$ cat src/rtl/pme_gpe_pkg.sv
package pme_gpe_pkg;
  typedef enum logic {
    MSG_ASSERT   = 1'b0,
    MSG_DEASSERT = 1'b1
  } msg_kind_e;
endpackage

$ cat src/rtl/pme_status_bank.sv
// Per-port sticky status bits with write-one-to-clear; set wins over clear.
module pme_status_bank #(
  parameter int NUM_PORTS = 4
) (
  input  logic                 clk,
  input  logic                 rst,
  input  logic [NUM_PORTS-1:0] set_i,
  input  logic [NUM_PORTS-1:0] clr_i,
  output logic [NUM_PORTS-1:0] status_q,
  output logic                 any_next_o
);
  logic [NUM_PORTS-1:0] status_d;

  for (genvar p = 0; p < NUM_PORTS; p++) begin : g_port
    assign status_d[p] = set_i[p] | (status_q[p] & ~clr_i[p]);
    always_ff @(posedge clk) begin
      if (rst) status_q[p] <= 1'b0;
      else     status_q[p] <= status_d[p];
    end
  end

  assign any_next_o = (!rst) && (|status_d);
endmodule

$ cat src/rtl/pme_msg_sequencer.sv
// Turns the wanted OR level into alternating raise/lower requests on a
// valid/ready interface; a waiting lower is withdrawn if the level is wanted again.
module pme_msg_sequencer
  import pme_gpe_pkg::*;
(
  input  logic      clk,
  input  logic      rst,
  input  logic      any_next_i,
  input  logic      s3_exit_i,
  input  logic      ready_i,
  output logic      valid_o,
  output msg_kind_e kind_o,
  output logic      level_o
);
  logic      pend_q, pend_n;
  msg_kind_e kind_q, kind_n;
  logic      up_q, up_n;
  logic      wake_q, wake_n;
  logic      fire, want;

  always_comb begin
    fire   = pend_q & ready_i;
    up_n   = fire ? (kind_q == MSG_ASSERT) : up_q;
    wake_n = (wake_q | s3_exit_i) & ~up_n;
    want   = any_next_i | wake_n;
    pend_n = pend_q & ~fire;
    kind_n = kind_q;
    if (pend_n && (kind_q == MSG_DEASSERT) && want) pend_n = 1'b0;
    if (!pend_n && (want != up_n)) begin
      pend_n = 1'b1;
      kind_n = want ? MSG_ASSERT : MSG_DEASSERT;
    end
  end

  always_ff @(posedge clk) begin
    if (rst) begin
      pend_q <= 1'b0;
      kind_q <= MSG_ASSERT;
      up_q   <= 1'b0;
      wake_q <= 1'b0;
    end else begin
      pend_q <= pend_n;
      kind_q <= kind_n;
      up_q   <= up_n;
      wake_q <= wake_n;
    end
  end

  assign valid_o = pend_q;
  assign kind_o  = kind_q;
  assign level_o = up_q;
endmodule

$ cat src/rtl/pme_gpe_bridge.sv
module pme_gpe_bridge
  import pme_gpe_pkg::*;
#(
  parameter int NUM_PORTS = 4
) (
  input  logic                 clk,
  input  logic                 rst,
  input  logic [NUM_PORTS-1:0] pme_msg_i,
  input  logic [NUM_PORTS-1:0] status_clr_i,
  input  logic                 s3_exit_i,
  input  logic                 msg_ready_i,
  output logic                 msg_valid_o,
  output logic                 msg_kind_o,
  output logic [NUM_PORTS-1:0] status_o,
  output logic                 gpe_level_o
);
  logic      any_next;
  msg_kind_e kind;

  pme_status_bank #(.NUM_PORTS(NUM_PORTS)) u_bank (
    .clk        (clk),
    .rst        (rst),
    .set_i      (pme_msg_i),
    .clr_i      (status_clr_i),
    .status_q   (status_o),
    .any_next_o (any_next)
  );

  pme_msg_sequencer u_seq (
    .clk        (clk),
    .rst        (rst),
    .any_next_i (any_next),
    .s3_exit_i  (s3_exit_i),
    .ready_i    (msg_ready_i),
    .valid_o    (msg_valid_o),
    .kind_o     (kind),
    .level_o    (gpe_level_o)
  );

  assign msg_kind_o = kind;
endmodule

$ cat config.mk
export PLATFORM = sky130hd
export DESIGN_NAME = pme_gpe_bridge
export DESIGN_NICKNAME = d
export VERILOG_FILES = /design/src/rtl/pme_gpe_pkg.sv /design/src/rtl/pme_status_bank.sv /design/src/rtl/pme_msg_sequencer.sv /design/src/rtl/pme_gpe_bridge.sv
export SDC_FILE = /design/constraint.sdc
export NUM_CORES = 1
export LEC_CHECK = 0
export ABC_AREA = 0
export BUFFER_PORTS_ARGS = -buffer_cell sky130_fd_sc_hd__buf_2
export CAP_MARGIN = 5
export CORE_AREA = 2 2 39 41
export DETAILED_ROUTE_END_ITERATION = 10
export DIE_AREA = 0 0 41 43
export SYNTH_ARGS = -nofsm -noshare
export SYNTH_HDL_FRONTEND = slang
export SYNTH_SLANG_ARGS = --single-unit
$ cat constraint.sdc
create_clock -name clk -period 1.2 [get_ports clk]
set_clock_uncertainty 0.2 [all_clocks]
set_input_delay 0.12 -clock clk [delete_from_list [all_inputs] [get_ports clk]]
set_output_delay 0.12 -clock clk [all_outputs]
set_load 0.05 [all_outputs]
Word level (Yosys, flattened, before mapping)
Index checks and enable logic that the tools add are counted.
{"block": "word_totals", "reg_bits": 8, "inputBits": 12, "word_cells": 40}
{"block": "classes", "n_eq_ne": 1, "mux": 4, "bitwise_logic": 20, "reduce_logical": 7}
{"op": "1-bit bitwise AND", "count": 7}
{"op": "1-bit NOT", "count": 7}
{"op": "1-bit OR", "count": 6}
{"op": "1-bit logical AND", "count": 4}
{"op": "1-bit 2-to-1 mux", "count": 4}
{"op": "4-bit OR reduction", "count": 1}
{"op": "1-bit zero test", "count": 2}
{"op": "1-bit inequality test", "count": 1}

Longest topological paths before layout
{"block": "depth", "depth_word": 11, "ltp_mapped": 4}

By module
Synthesis repeated with hierarchy kept, for this count alone.
{"block": "hier_totals", "cells_unflattened": 36, "hier_area_um2": 349.1}
{"module": "pme_msg_sequencer", "instances": 1, "cells_each": 19, "area_each_um2": 187.7, "seq_area_each_um2": 80.1}
{"module": "pme_status_bank", "instances": 1, "cells_each": 17, "area_each_um2": 161.4, "seq_area_each_um2": 80.1}

Worst setup path before layout
OpenSTA, ideal clock, no wires.
{"block": "synth_timing", "kind": "reg-to-reg", "start": "reg u_seq.kind_q, in the netlist u_seq.kind_o", "end": "reg u_seq.kind_q, in the netlist u_seq.kind_o", "arrival_ns": 1.330, "t_required_ns": 0.871, "slack_ns": -0.459, "stages_incl_launch_ff": 5, "path_buffers": 0, "path_cell_list": "dfxtp_1 and3b_2 a221o_1 nand4_1 a21oi_1"}
{"block": "synth_between", "elab_chain_len": 9, "elab_cells_between_ends": 12, "classes_between": "1 x eq/ne; 3 x mux; 4 x bitwise; 4 x reduce/logical"}
{"item": "start: declaration", "line_no": "pme_msg_sequencer.sv:16", "rtl": "msg_kind_e kind_q, kind_n;"}
{"item": "start signal: assignment", "line_no": "pme_msg_sequencer.sv:43", "rtl": "kind_q <= kind_n;"}
{"item": "1-bit NOT", "line_no": "pme_msg_sequencer.sv:23", "rtl": "up_n = fire ? (kind_q == MSG_ASSERT) : up_q;"}
{"item": "1-bit 2-to-1 mux", "line_no": "pme_msg_sequencer.sv:23"}
{"item": "1-bit NOT", "line_no": "pme_msg_sequencer.sv:24", "rtl": "wake_n = (wake_q | s3_exit_i) & ~up_n;"}
{"item": "1-bit bitwise AND", "line_no": "pme_msg_sequencer.sv:24"}
{"item": "1-bit OR", "line_no": "pme_msg_sequencer.sv:25", "rtl": "want = any_next_i | wake_n;"}
{"item": "1-bit logical AND", "line_no": "pme_msg_sequencer.sv:28", "rtl": "if (pend_n && (kind_q == MSG_DEASSERT) && want) pend_n = 1'b0;"}
{"item": "1-bit 2-to-1 mux", "line_no": "pme_msg_sequencer.sv:28"}
{"item": "1-bit zero test", "line_no": "pme_msg_sequencer.sv:29", "rtl": "if (!pend_n && (want != up_n)) begin"}
{"item": "1-bit logical AND", "line_no": "pme_msg_sequencer.sv:29"}
Parallel ways exist; a longest one is shown, timed or not.
A chain may end at the register's enable or synchronous reset.

Final worst setup path
Same ends and word-level chain as after synthesis.

==> flow_summary.toml <==
[global_route]
grt_first_pass_wirelength_microns = 1680
grt_max_degree = 9
grt_pass1_vias = 389
track_usage_pct = 14.9
grt_overflow = 0
grt_antenna_before_repair = 0

[setup_path]
cp_top_family = "flip-flops"
crit_buf_inv = 0
max_stage_delay_ns = 0.36
critPathRequiredTime_ns = 1.14
cp_max_fo = 5
regToRegSetupSlack_ns = -0.14
critical_path_arrival_ns = 1.28
critPathSlowestCell = "dfxtp_4"
end_kind = "register"
crit_chain = "and3b_2, a221o_1, nand4_1, a21oi_1"
crit_type = "reg2reg"
start_kind = "register"

[place]
port-buffer-count = 18
dp_cells = 78
dp_hpwl_microns = 715
gp_congestion = 0.678
dp_slack_ns = -0.122

[timing]
hold_ws_ns = -0.0779
rsz0062_at_grt = "yes"
relSlewSlack_pct = 79.3
slew_viol_final = 0
setup_viol = 4
setup_ws_ns = -0.140
hold_violations = 7
period_share_pct = 112
fmax_ghz = 0.746
worst_pin_slew_ns = 0.310
layout_min_cycle_time_ns = 1.34

[logic_synthesis]
ys_seq_area_share_pct = 42.0
synth.distinct_cells = 20
syn-instance-count = 41
netlist_area_sq_um = 382
synth_nets = 53
ys_warn_count = 0
synth_area_per_cell_sq_um = 9.31
ys_seq_elements = 8

[power]
vdd_drop_max_v = 0.000422
finalPower_w = 0.000707
p_per_area_nw_per_um2 = 1150
leakagePower_nw = 0.280

[die]
dieArea_sq_um = 1760
coreArea_sq_um = 1380
fp-row-count = 14
io_pins = 19
die-height_microns = 43
start_util_pct = 27.6
fp.dieW_microns = 41

[job]
cap_violations = 0

[routing]
ant_nets = 0
drc = 0
drt-vias-per-instance = 4.67
drtIter0Drc = 7
via_count = 388
drt-total-wl_microns = 969
avgRoutedWirePerCell_microns = 11.7
drtPass1Iterations = 4

[clock_tree]
cts_buffer_depth = 2
hold_buffers = 1
cts_tree = "yes"
cts_setup_buffers = 0
cts_inserted_buffers = 3
numClockSinks = 8
h-tree-depth = 1
clk_pin_slew_ns = 0.06
clock_latency_ns = 0.25
clk_root_buffer_cell = "clkbuf_4"

[status]
outcome = "finished with violations"
violations = "hold timing, setup timing"

[finish]
final_common_cell = "buf_2"
post_route_cells_drive_above_1_share_pct = 56.7
final_net_count = 80
diodes = 0
area_growth_pct = 61.0
final-instance-count-excl-fill = 83
final_cell_mix = "buf_2, nor2_1, inv_1, a21oi_1, dfxtp_4"

[worst_hold_path]
hold_path.class = "in2reg"
## cell usage after synthesis, drive strengths merged
library cell  instances  area (sq um)
a2111oi               1          27.5
a211oi                1          12.5
a21o                  1          7.51
a21oi                 5          25.0
a221o                 1          10.0
and3                  1          11.3
and3b                 1          10.0
and4                  1          8.76
clkbuf                1          3.75
dfxtp                 8           160
inv                   5          18.8
nand2                 1          3.75
nand3                 2          10.0
nand4                 1          6.26
nor2                  6          22.5
nor2b                 1          13.8
nor3b                 1          7.51
o21a                  1          7.51
o21ai                 1          5.00
o21ba                 1          10.0
## worst register-to-register path: stages (launching register included)
cell and delay, ns:
dfxtp_4 0.36, and3b_2 0.23, a221o_1 0.28, nand4_1 0.10
a21oi_1 0.06
## metrics by stage
step                setup TNS [ns]  area, sq um  utilization [%]
global placement            -0.178          539             39.0
global route                -0.558          614             44.4
floorplan                   -0.364          403                -
finish                      -0.333          614             44.4
detailed placement          -0.263          539             39.0
CTS                         -0.345          612             44.2
## state kept, by name (all words and copies together) (netlist names)
signal,flops
u_seq.valid_o,1
u_seq.kind_o,1
u_bank.status_q,4
u_seq.level_o,1
u_seq.wake_q,1
## power by group
group	switching (W)	internal, W	leakage, nW
registers	0.0000139	0.000281	0.0699
clock network	0.0000950	0.000127	0.0150
logic	0.000107	0.0000823	0.195
total	0.000216	0.000491	0.280
## path summary, 6_finish.rpt
check / start / cells after the start / end
setup / recovery: u_seq.kind_o / 4 / u_seq.kind_o
hold / removal: pme_msg_i[2] / 3 / u_bank.status_q[2]
setup reg to reg: u_seq.kind_o / 4 / u_seq.kind_o
hold reg to reg: u_bank.status_q[0] / 2 / u_bank.status_q[0]
## cell type report
| class | count | area [sq um] |
|---|---|---|
| Fill cell | 135 | 769 |
| Multi-Input combinational cell | 27 | 199 |
| Sequential cell | 8 | 181 |
| Timing Repair Buffer | 23 | 169 |
| Clock buffer | 4 | 26.3 |
| Tap cell | 16 | 20.0 |
| Inverter | 5 | 18.8 |
## cell families after synthesis
| logic type | synth area share [%] |
|---|---|
| DFF | 42.0 |
| AOI/OAI and AO/OA | 27.5 |
| and+or+nand+nor | 24.6 |
| buffers and inverters | 5.90 |
## metal layers
layer  global-route usage (%)  wire, microns  up-vias  part of all wire (%)
li1                         -              -      195                     -
met1                     15.9            387      180                    40
met2                     22.5            514       11                    53
met3                     4.71             41        2                   4.2
met4                     12.0             25        0                   2.6
met5                        0              0        -                     0
## repair_timing
action	in CTS	in global routing
resized for setup	11	1
setup endpoints to repair	7	7
endpoints found under the hold margin	8	7
pin swaps	1	1
Power figures use the tool's default switching activity.
